## config.mk

```make
export PLATFORM = sky130hd
export DESIGN_NAME = edge_stamp_unit
export DESIGN_NICKNAME = d
export VERILOG_FILES = /design/src/rtl/edge_stamp_pkg.sv /design/src/rtl/esu_edge_front.sv /design/src/rtl/esu_capture_fifo.sv /design/src/rtl/esu_arm_ctrl.sv /design/src/rtl/esu_dma_req.sv /design/src/rtl/edge_stamp_unit.sv
export SDC_FILE = /design/constraint.sdc
export NUM_CORES = 1
export LEC_CHECK = 0
export BUFFER_PORTS_ARGS = -buffer_cell sky130_fd_sc_hd__buf_2
export CORE_MARGIN = 8
export CORE_UTILIZATION = 35
export CTS_BUF_LIST = sky130_fd_sc_hd__clkbuf_4 sky130_fd_sc_hd__clkbuf_8 sky130_fd_sc_hd__clkbuf_16
export DETAILED_ROUTE_END_ITERATION = 16
export HOLD_SLACK_MARGIN = 0.15
export PLACE_DENSITY = 0.58
export SETUP_SLACK_MARGIN = 0.3
export SYNTH_ARGS = -nofsm -noshare
export SYNTH_HDL_FRONTEND = slang
export SYNTH_SLANG_ARGS = --single-unit
```

## constraint.sdc

```tcl
create_clock -name clk -period 5.96 [get_ports clk]
set_input_delay 0.894 -clock clk [delete_from_list [all_inputs] [get_ports clk]]
set_output_delay 0.894 -clock clk [all_outputs]
set_load 0.005 [all_outputs]
```

## src/rtl/edge_stamp_pkg.sv

```systemverilog
package edge_stamp_pkg;

    localparam int NUM_CIRC = 2;

    typedef enum logic [1:0] {
        EDGE_OFF  = 2'd0,
        EDGE_FALL = 2'd1,
        EDGE_RISE = 2'd2,
        EDGE_BOTH = 2'd3
    } edge_mode_e;

    typedef enum logic [1:0] {
        DREQ_OFF    = 2'd0,
        DREQ_WMARK  = 2'd1,
        DREQ_SYNC   = 2'd2,
        DREQ_RELOAD = 2'd3
    } dreq_src_e;

    typedef enum logic [1:0] {
        ARM_FIRST  = 2'd0,
        ARM_SECOND = 2'd1,
        ARM_DONE   = 2'd2
    } arm_state_e;

    typedef struct packed {
        logic rise;
        logic fall;
    } edge_evt_t;

    function automatic logic edge_hit(input edge_mode_e mode, input edge_evt_t evt);
        case (mode)
            EDGE_FALL: return evt.fall;
            EDGE_RISE: return evt.rise;
            EDGE_BOTH: return evt.rise | evt.fall;
            default:   return 1'b0;
        endcase
    endfunction

    function automatic logic wm_merge(input logic [NUM_CIRC-1:0] flags,
                                      input logic [NUM_CIRC-1:0] en,
                                      input logic                use_and);
        if (use_and)
            return (en != '0) && ((flags & en) == en);
        return (flags & en) != '0;
    endfunction

endpackage

```

## src/rtl/esu_edge_front.sv

```systemverilog
module esu_edge_front
    import edge_stamp_pkg::*;
#(
    parameter int EC_W = 8
) (
    input  logic            clk,
    input  logic            rst,
    input  logic            pin_i,
    input  logic            use_ec_i,
    input  logic [EC_W-1:0] ec_cmp_i,
    output edge_evt_t       evt_o
);

    logic            sync_a, sync_b, pin_prev;
    logic            ec_sig, src_prev;
    logic [EC_W-1:0] ec_cnt;
    logic [EC_W-1:0] ec_inc;
    logic            pin_rise;
    logic            src;

    assign pin_rise = sync_b & ~pin_prev;
    assign ec_inc   = ec_cnt + 1'b1;
    assign src      = use_ec_i ? ec_sig : sync_b;

    always_ff @(posedge clk) begin
        if (rst) begin
            sync_a   <= 1'b0;
            sync_b   <= 1'b0;
            pin_prev <= 1'b0;
            src_prev <= 1'b0;
        end else begin
            sync_a   <= pin_i;
            sync_b   <= sync_a;
            pin_prev <= sync_b;
            src_prev <= src;
        end
    end

    always_ff @(posedge clk) begin
        if (rst || !use_ec_i) begin
            ec_cnt <= '0;
            ec_sig <= 1'b0;
        end else if (pin_rise) begin
            if (ec_inc == ec_cmp_i) begin
                ec_cnt <= '0;
                ec_sig <= ~ec_sig;
            end else begin
                ec_cnt <= ec_inc;
            end
        end
    end

    assign evt_o.rise = src & ~src_prev;
    assign evt_o.fall = ~src & src_prev;

    // the edge counter only moves on a synchronized rising edge
    a_r3_count_hold: assert property (@(posedge clk) disable iff (rst)
        (use_ec_i && !pin_rise) |=> $stable(ec_cnt));

    // raw source keeps the counter cleared
    a_r3_raw_clear: assert property (@(posedge clk) disable iff (rst)
        !use_ec_i |=> (ec_cnt == '0 && !ec_sig));

endmodule

```

## src/rtl/esu_capture_fifo.sv

```systemverilog
module esu_capture_fifo #(
    parameter int DATA_W = 16,
    parameter int DEPTH  = 2
) (
    input  logic                             clk,
    input  logic                             rst,
    input  logic                             push_i,
    input  logic [DATA_W-1:0]                data_i,
    input  logic                             pop_i,
    output logic [DATA_W-1:0]                rdata_o,
    output logic [$clog2(DEPTH+1)-1:0]       fill_o
);

    localparam int FILL_W = $clog2(DEPTH + 1);
    localparam int PTR_W  = (DEPTH > 1) ? $clog2(DEPTH) : 1;

    logic [DATA_W-1:0] mem [DEPTH];
    logic [PTR_W-1:0]  wptr, rptr;
    logic [FILL_W-1:0] count_q;
    logic [DATA_W-1:0] rdata_q;
    logic              full, empty, pop_ok, push_ok;

    function automatic logic [PTR_W-1:0] bump(input logic [PTR_W-1:0] p);
        return (p == PTR_W'(DEPTH - 1)) ? '0 : p + 1'b1;
    endfunction

    assign full    = (count_q == FILL_W'(DEPTH));
    assign empty   = (count_q == '0);
    assign pop_ok  = pop_i & ~empty;
    assign push_ok = push_i & (~full | pop_ok);

    always_ff @(posedge clk) begin
        if (push_ok)
            mem[wptr] <= data_i;
    end

    always_ff @(posedge clk) begin
        if (rst) begin
            wptr    <= '0;
            rptr    <= '0;
            count_q <= '0;
            rdata_q <= '0;
        end else begin
            if (push_ok)
                wptr <= bump(wptr);
            if (pop_ok) begin
                rdata_q <= mem[rptr];
                rptr    <= bump(rptr);
            end
            count_q <= count_q + FILL_W'(push_ok) - FILL_W'(pop_ok);
        end
    end

    assign rdata_o = rdata_q;
    assign fill_o  = count_q;

    // fill never exceeds the depth
    a_r6_fill_bound: assert property (@(posedge clk) disable iff (rst)
        count_q <= FILL_W'(DEPTH));

    // a capture into a full FIFO without a read is dropped
    a_r6_drop_full: assert property (@(posedge clk) disable iff (rst)
        (full && push_i && !pop_i) |=> ($stable(count_q) && $stable(wptr)));

    // reading an empty FIFO keeps the read data
    a_r7_empty_hold: assert property (@(posedge clk) disable iff (rst)
        (empty && pop_i) |=> $stable(rdata_q));

endmodule

```

## src/rtl/esu_arm_ctrl.sv

```systemverilog
module esu_arm_ctrl
    import edge_stamp_pkg::*;
(
    input  logic                clk,
    input  logic                rst,
    input  logic                one_shot_i,
    input  logic                arm_i,
    input  logic [NUM_CIRC-1:0] hit_i,
    output logic [NUM_CIRC-1:0] cap_o
);

    arm_state_e st;

    always_comb begin
        if (!one_shot_i) begin
            cap_o = hit_i;
        end else begin
            case (st)
                ARM_FIRST:  cap_o = {1'b0, hit_i[0]};
                ARM_SECOND: cap_o = {hit_i[1], 1'b0};
                default:    cap_o = '0;
            endcase
        end
    end

    always_ff @(posedge clk) begin
        if (rst || arm_i) begin
            st <= ARM_FIRST;
        end else if (one_shot_i) begin
            case (st)
                ARM_FIRST:  if (hit_i[0]) st <= ARM_SECOND;
                ARM_SECOND: if (hit_i[1]) st <= ARM_DONE;
                default:    st <= st;
            endcase
        end
    end

    // once both shots are taken the unit stays idle until re-armed
    a_r5_done_holds: assert property (@(posedge clk) disable iff (rst)
        (one_shot_i && st == ARM_DONE && !arm_i) |=> (st == ARM_DONE));

    // an arm pulse always restarts at circuit 0
    a_r5_rearm: assert property (@(posedge clk) disable iff (rst)
        arm_i |=> (st == ARM_FIRST));

endmodule

```

## src/rtl/esu_dma_req.sv

```systemverilog
module esu_dma_req
    import edge_stamp_pkg::*;
(
    input  logic                clk,
    input  logic                rst,
    input  logic [1:0]          src_i,
    input  logic [NUM_CIRC-1:0] flags_i,
    input  logic [NUM_CIRC-1:0] en_i,
    input  logic                and_i,
    input  logic                sync_i,
    input  logic                reload_i,
    output logic                req_o
);

    logic req_d;

    always_comb begin
        case (dreq_src_e'(src_i))
            DREQ_WMARK:  req_d = wm_merge(flags_i, en_i, and_i);
            DREQ_SYNC:   req_d = sync_i;
            DREQ_RELOAD: req_d = reload_i;
            default:     req_d = 1'b0;
        endcase
    end

    always_ff @(posedge clk) begin
        if (rst) req_o <= 1'b0;
        else     req_o <= req_d;
    end

    // source 0 never requests
    a_r9_off_quiet: assert property (@(posedge clk) disable iff (rst)
        (src_i == DREQ_OFF) |=> !req_o);

    // an empty enable mask never requests
    a_r10_empty_mask: assert property (@(posedge clk) disable iff (rst)
        (src_i == DREQ_WMARK && en_i == '0) |=> !req_o);

endmodule

```

## src/rtl/edge_stamp_unit.sv

```systemverilog
module edge_stamp_unit
    import edge_stamp_pkg::*;
#(
    parameter int CNT_W  = 16,
    parameter int EC_W   = 8,
    parameter int DEPTH  = 2,
    localparam int FILL_W = $clog2(DEPTH + 1)
) (
    input  logic              clk,
    input  logic              rst,
    input  logic              pin_i,
    input  logic [CNT_W-1:0]  timebase_i,
    input  logic              src_edge_cnt_i,
    input  logic [EC_W-1:0]   edge_cmp_i,
    input  logic [1:0]        edge_sel0_i,
    input  logic [1:0]        edge_sel1_i,
    input  logic              one_shot_i,
    input  logic              arm_i,
    input  logic              rd0_i,
    input  logic              rd1_i,
    input  logic [FILL_W-1:0] watermark_i,
    input  logic [1:0]        dma_src_i,
    input  logic [1:0]        dma_en_i,
    input  logic              dma_and_i,
    input  logic              sync_evt_i,
    input  logic              reload_evt_i,
    output logic [CNT_W-1:0]  rd_data0_o,
    output logic [CNT_W-1:0]  rd_data1_o,
    output logic [FILL_W-1:0] fill0_o,
    output logic [FILL_W-1:0] fill1_o,
    output logic              flag0_o,
    output logic              flag1_o,
    output logic              dma_req_o
);

    edge_evt_t           evt;
    logic [NUM_CIRC-1:0] raw_hit, cap_en, flag_vec;
    logic [1:0]          sel_arr   [NUM_CIRC];
    logic                pop_arr   [NUM_CIRC];
    logic [CNT_W-1:0]    rdata_arr [NUM_CIRC];
    logic [FILL_W-1:0]   fill_arr  [NUM_CIRC];

    assign sel_arr[0] = edge_sel0_i;
    assign sel_arr[1] = edge_sel1_i;
    assign pop_arr[0] = rd0_i;
    assign pop_arr[1] = rd1_i;

    esu_edge_front #(.EC_W(EC_W)) u_front (
        .clk      (clk),
        .rst      (rst),
        .pin_i    (pin_i),
        .use_ec_i (src_edge_cnt_i),
        .ec_cmp_i (edge_cmp_i),
        .evt_o    (evt)
    );

    esu_arm_ctrl u_arm (
        .clk        (clk),
        .rst        (rst),
        .one_shot_i (one_shot_i),
        .arm_i      (arm_i),
        .hit_i      (raw_hit),
        .cap_o      (cap_en)
    );

    for (genvar c = 0; c < NUM_CIRC; c++) begin : g_circ
        assign raw_hit[c] = edge_hit(edge_mode_e'(sel_arr[c]), evt);

        esu_capture_fifo #(.DATA_W(CNT_W), .DEPTH(DEPTH)) u_fifo (
            .clk     (clk),
            .rst     (rst),
            .push_i  (cap_en[c]),
            .data_i  (timebase_i),
            .pop_i   (pop_arr[c]),
            .rdata_o (rdata_arr[c]),
            .fill_o  (fill_arr[c])
        );

        assign flag_vec[c] = fill_arr[c] > watermark_i;
    end

    esu_dma_req u_dma (
        .clk      (clk),
        .rst      (rst),
        .src_i    (dma_src_i),
        .flags_i  (flag_vec),
        .en_i     (dma_en_i),
        .and_i    (dma_and_i),
        .sync_i   (sync_evt_i),
        .reload_i (reload_evt_i),
        .req_o    (dma_req_o)
    );

    assign rd_data0_o = rdata_arr[0];
    assign rd_data1_o = rdata_arr[1];
    assign fill0_o    = fill_arr[0];
    assign fill1_o    = fill_arr[1];
    assign flag0_o    = flag_vec[0];
    assign flag1_o    = flag_vec[1];

    // one-shot never stores the same edge in both circuits
    a_r5_single_store: assert property (@(posedge clk) disable iff (rst)
        one_shot_i |-> !(cap_en[0] && cap_en[1]));

endmodule

```

# Word level (Yosys, flattened, before mapping)
# Memory sizes are Yosys's and may differ from the RTL's. A register that Yosys moved wholly into a read port is not among the register bits.
# Index checks and enable logic that the tools add are counted.
dict set report totals {
  register_bits 24
  mem_bits_rw 64
  inputBits 45
  out_inout_bits 39
  n_memories 2
}
dict set report classes {
  addsub 9
  n_lt_le_gt_ge 2
  n_eq_ne 16
  mux 22
  n_bitwise 19
  n_reduce_logical 12
}
# memory depth word_bits rd rd_clocked_by_memory_dff write_ports line_no
set mem_list {}
lappend mem_list {{g_circ[0].u_fifo.mem} 2 16 1 1 1 esu_capture_fifo.sv:17} ;# logic [DATA_W-1:0] mem [DEPTH];
lappend mem_list {{g_circ[1].u_fifo.mem} 2 16 1 1 1 esu_capture_fifo.sv:17}
# op count
set op_table {}
lappend op_table {{equality test 2 bit, second input constant} 8}
lappend op_table {{2-to-1 mux 1 bit} 13}
lappend op_table {{case mux 1 bit (3 select lines)} 3}
lappend op_table {{adder 8 x 1 -> 8 bit, second input constant} 1}
lappend op_table {{equality test 2 x 1 -> 1 bit, second input constant} 4}
lappend op_table {{equality test 8 bit} 1}
lappend op_table {{2-to-1 mux 8 bit} 1}
lappend op_table {{NOT 1 bit} 8}
lappend op_table {{case mux 2 bit (2 select lines)} 2}
lappend op_table {{AND 1 bit} 7}
lappend op_table {{zero test 2 bit} 3}
lappend op_table {{2-to-1 mux 2 bit} 3}
lappend op_table {{nonzero test 2 bit} 3}
lappend op_table {{adder 1 bit, second input constant} 4}
lappend op_table {{adder 2 x 1 -> 2 bit} 2}
lappend op_table {{greater-than comparator 2 bit} 2}
lappend op_table {{inequality test 2 x 1 -> 1 bit, second input constant} 2}
lappend op_table {{AND reduction 4 bit} 1}
lappend op_table {{subtractor 2 x 1 -> 2 bit} 2}
lappend op_table {{bitwise OR 1 bit} 3}
lappend op_table {{AND 2 bit} 1}
lappend op_table {{equality test 2 bit} 1}
lappend op_table {{logical OR 1 bit} 2}
lappend op_table {{AND reduction 2 bit} 1}
lappend op_table {{other kinds (2)} 2}

# Logic depth before layout (Yosys ltp)
dict set report depth {
  word_depth 10
  ltp_mapped 8
}

# Modules after synthesis
# A second synthesis with hierarchy kept.
dict set report unflattened {
  cells_unflattened 396
  area_unflattened_um2 5157.4
}
# mod instances cells_per_inst area_per_inst_um2 seq_area_each_um2
set modules_own_cells {}
lappend modules_own_cells {esu_capture_fifo 2 126 2013.2 1361.3}
lappend modules_own_cells {esu_edge_front 1 110 825.8 260.2}
lappend modules_own_cells {esu_arm_ctrl 1 12 112.6 40.0}
lappend modules_own_cells {edge_stamp_unit 1 13 108.9 0.0}
lappend modules_own_cells {esu_dma_req 1 9 83.8 20.0}

# Worst setup path after synthesis
# No wires, ideal clock.
dict set report synth_timing {
  path_type {input port to flip-flop}
  from {input src_edge_cnt_i}
  to {memory g_circ[0].u_fifo.mem[0][0] (enable)}
  setup_ns 0.390
  t_arrival_ns 2.914
  required_time_ns 5.570
  setup_slack_ns 2.656
  path_stages 6
  cell_sequence {mux2i_1 > ha_1 > nor2b_1 > o21ai_0 > a221oi_1 > nor2b_1}
}
dict set report synth_between {
  elab_chain_cells 10
  word_cells_on_any_way 11
  cone_classes {mux: 6; bitwise: 5}
}
# item line_no
set synth_lines {}
lappend synth_lines {{from (decl)} edge_stamp_unit.sv:13} ;# input logic src_edge_cnt_i,
lappend synth_lines {{2-to-1 mux 1 bit (*)} esu_edge_front.sv:23} ;# assign src = use_ec_i ? ec_sig : sync_b;
lappend synth_lines {{NOT 1 bit} esu_edge_front.sv:54} ;# assign evt_o.fall = ~src & src_prev;
lappend synth_lines {{AND 1 bit} esu_edge_front.sv:54}
lappend synth_lines {{bitwise OR 1 bit} edge_stamp_pkg.sv:34} ;# EDGE_BOTH: return evt.rise | evt.fall;
lappend synth_lines {{case mux 1 bit (3 select lines) (*)} edge_stamp_pkg.sv:31} ;# case (mode)
lappend synth_lines {{case mux 2 bit (2 select lines)} esu_arm_ctrl.sv:18} ;# case (st)
lappend synth_lines {{2-to-1 mux 2 bit (*)} esu_arm_ctrl.sv:15} ;# if (!one_shot_i) begin
lappend synth_lines {{AND 1 bit (*)} esu_capture_fifo.sv:30} ;# assign push_ok = push_i & (~full | pop_ok);
lappend synth_lines {{2-to-1 mux 1 bit (*)} esu_capture_fifo.sv:33} ;# if (push_ok)
lappend synth_lines {{2-to-1 mux 1 bit (not written as such) (*)} esu_capture_fifo.sv:34} ;# mem[wptr] <= data_i;
lappend synth_lines {{to (decl)} esu_capture_fifo.sv:17}
# Every way passes the cells marked *; elsewhere a longest branch is shown, timed or not.

# Worst setup path after layout
dict set report layout_timing {
  from {input src_edge_cnt_i}
  to {memory g_circ[1].u_fifo.mem[0][3] (enable)}
}
dict set report layout_between {
  elab_chain_cells 10
  word_cells_on_any_way 11
  cone_classes {mux: 6; bitwise: 5}
}
# item line_no
set layout_lines {}
lappend layout_lines {{2-to-1 mux 1 bit (*)} esu_edge_front.sv:23}
lappend layout_lines {{NOT 1 bit} esu_edge_front.sv:54}
lappend layout_lines {{AND 1 bit} esu_edge_front.sv:54}
lappend layout_lines {{bitwise OR 1 bit} edge_stamp_pkg.sv:34}
lappend layout_lines {{case mux 1 bit (3 select lines) (*)} edge_stamp_pkg.sv:31}
lappend layout_lines {{case mux 2 bit (2 select lines)} esu_arm_ctrl.sv:18}
lappend layout_lines {{2-to-1 mux 2 bit (*)} esu_arm_ctrl.sv:15}
lappend layout_lines {{AND 1 bit (*)} esu_capture_fifo.sv:30}
lappend layout_lines {{2-to-1 mux 1 bit (*)} esu_capture_fifo.sv:33}
lappend layout_lines {{2-to-1 mux 1 bit (not written as such) (*)} esu_capture_fifo.sv:34}
lappend layout_lines {{to (decl)} esu_capture_fifo.sv:17}
# Marks and branches as above.

==> metrics <==
largest net degree at the start of global routing 49; #FFs+latches synth 120; Die Y 134 µm; clock latency on the worst-skew pair 0.41 ns; Synth top cells by count edfxtp_1, dfxtp_1, nor2_1; Tmin final 3.27 ns; diode count 0; row count 43; Post-Syn Nets 443; vias 3131; TNS Setup 0 ns; DR pass1 iterations 4; status completed; Area Overhead vs Synth 24.0%; top post-synthesis cells by area edfxtp_1, dfxtp_1, mux2i_1, a211oi_1, nor2_1; hold buffers post-CTS 0; CTS H-tree lvls 4; dominant cell type by area after synthesis edfxtp_1; wire per inst 15.1 µm; Clock Skew between 0.007 and 0.008 ns; clk root buf clkbuf_16; Worst Setup End Kind flop; core box area between 0.01 and 0.015 mm²; CTS resizes 0; total gr overflow 0; Tightest Hold Check Type flop to flop; top-count cell post-synth edfxtp_1; Total Nets Final 527; clock-pin slew on the worst setup and hold paths about 0.06 ns; crit path kind primary input to flop; hpwl dp 7.07 mm; Final GP Congestion 0.780; Post CTS Setup Buffer Count 0; top cell type's share of synthesized area around two fifths; arrival time worst endpoint about 3.3 ns; Final Hold Fails 0; synth unique cells 46; die area 0.0179 mm²; Max Root-Sink Buffers 2; yosys warns 0; actual slew at the worst max-slew pin between 1 and 1.5 ns; vias in the first global route between 3000 and 4000; f_max 0.305 GHz; Leakage 2.24 nW; Worst EP required 5.99 ns; global-route usage over all layers between 10% and 20%; period utilization 54.9%; crit-path max FO 16; CTS buffer count 17; DR DRC count 0; layout cell share with drive strength beyond 1 27.0%; post-synthesis sequential area ratio 62.5%; CTS tree done; Iteration-0 DRC Markers 151; post-layout util a little over two fifths; initial core utilization a little over a third; Ports 84; final setup fails 0; Mapped Area 0.00487 mm²; Async S/R FF share, synth 0%; Synth Flop Type edfxtp_1; Critical Path Source Type primary input; Post-DRT Antenna Nets 0; EDFF count, synth 64; instance count of the mapped netlist 389; Avg Synthesized Cell Area 12.5 µm²; PortBufs between 80 and 90; Die Width 134 µm; first-pass GRT wire length 16.6 mm; final WL a little over 10 mm; Slew Viols, Final 0; Power Dens Cells 418 mW/mm²; RSZ-0062 raised after global routing no; CTS Sinks 120; slew margin rel. 31.6%; initial antenna violation count 0; Max Cap Violations 0; Vias/cell 4.70; maximum vdd drop 0.321 mV
## cell usage in the layout (no fill, tap or decap), types with 5 or more instances in the layout
| cell | netlist | routed |
|---|---|---|
| nor3_1 | 5 | 5 |
| mux2i_1 | 33 | 33 |
| a21oi_1 | 12 | 12 |
| xor2_1 | 6 | 6 |
| ha_1 | 9 | 9 |
| nor2_1 | 43 | 43 |
| o21ai_0 | 11 | 11 |
| nand2_1 | 14 | 14 |
| inv_1 | 9 | 9 |
| xnor2_1 | 11 | 11 |
| dfxtp_1 | 56 | 56 |
| clkbuf_16 | 0 | 17 |
| buf_2 | 2 | 83 |
| edfxtp_1 | 64 | 64 |
| a211oi_1 | 32 | 32 |
| nor2b_1 | 16 | 14 |
## path summary, 6_finish.rpt
kind | from | cells past startpoint | slack (ns) | end
worst max-delay path | src_edge_cnt_i | 7 | 2.69 | g_circ[1].u_fifo.mem[0][3]$_DFFE_PP_
worst min-delay path | u_front.sync_a$_SDFF_PP0_ | 1 | 0.45 | u_front.sync_b$_SDFF_PP0_
worst max register to register | u_front.sync_b$_SDFF_PP0_ | 6 | 3.00 | g_circ[1].u_fifo.mem[0][3]$_DFFE_PP_
worst min register to register | u_front.sync_a$_SDFF_PP0_ | 1 | 0.45 | u_front.sync_b$_SDFF_PP0_
## through the flow
stage	total power [mW]	cell area, µm²	hold slack, ns	std cells	setup slack (ns)
after floorplan	1.34	4870	0.414	389	2.66
after global placement	1.50	5430	0.444	634	2.33
after detailed placement	1.52	5430	0.445	634	2.28
after CTS	2.56	6040	0.457	666	2.61
after global routing	2.66	6040	0.458	666	2.46
final	2.52	6040	0.452	666	2.69
## cells by family (layout without fill, tap and decap cells)
kind of cell               after synthesis  in the layout  share of synthesized area, %
and+or+nand+nor                        107            107                          11.2
adders and majority gates                9              9                          2.31
buffers and inverters                   29            126                          2.67
DFF                                    120            120                          62.5
muxes                                   34             34                          7.02
AOI/OAI and AO/OA                       71             71                          10.3
xor gates and xnor gates                19             19                          4.01
## cell type report
cell class                      instances  area (µm²)
Clock buffer                           18         433
Clock inverter                         14         173
Sequential cell                       120        3040
Inverter                                9        33.8
Timing Repair Buffer                   85         430
Fill cell                            1298        7680
Multi-Input combinational cell        240        1700
Tap cell                              180         225
## critical path: stages
cell and delay, ns:
buf_2 0.10, mux2i_1 0.29, ha_1 0.29, nor2b_1 0.11, o21ai_0 0.13, a221oi_1 0.65, nor2b_2 0.83
## power by group
part,switching (mW),total [mW],internal (mW)
clock,0.369,1.03,0.664
combinational,0.217,0.437,0.220
sequential,0.0884,1.05,0.962
total,0.675,2.52,1.85
## flip-flops by register name (all words and copies together), names as in the netlist
signal and cells:
g_circ.u_fifo.fill_o 4, g_circ.u_fifo.mem 64, g_circ.u_fifo.rdata_o 32, g_circ.u_fifo.rptr 2, g_circ.u_fifo.wptr 2, u_arm.st 2, u_dma.req_o 1, u_front.ec_cnt 8
u_front.ec_sig 1, u_front.pin_prev 1, u_front.src_prev 1, u_front.sync_a 1, u_front.sync_b 1
## routing by layer
| layer | global-route usage [%] | share of wire (%) | vias up |
|---|---|---|---|
| met5 | 0 | 0 | - |
| met4 | 4.12 | 0.74 | 0 |
| met1 | 14.2 | 46 | 1466 |
| li1 | - | - | 1584 |
| met3 | 4.86 | 5.5 | 9 |
| met2 | 18.9 | 48 | 72 |
Note: power is estimated with default switching activity, not from simulation.
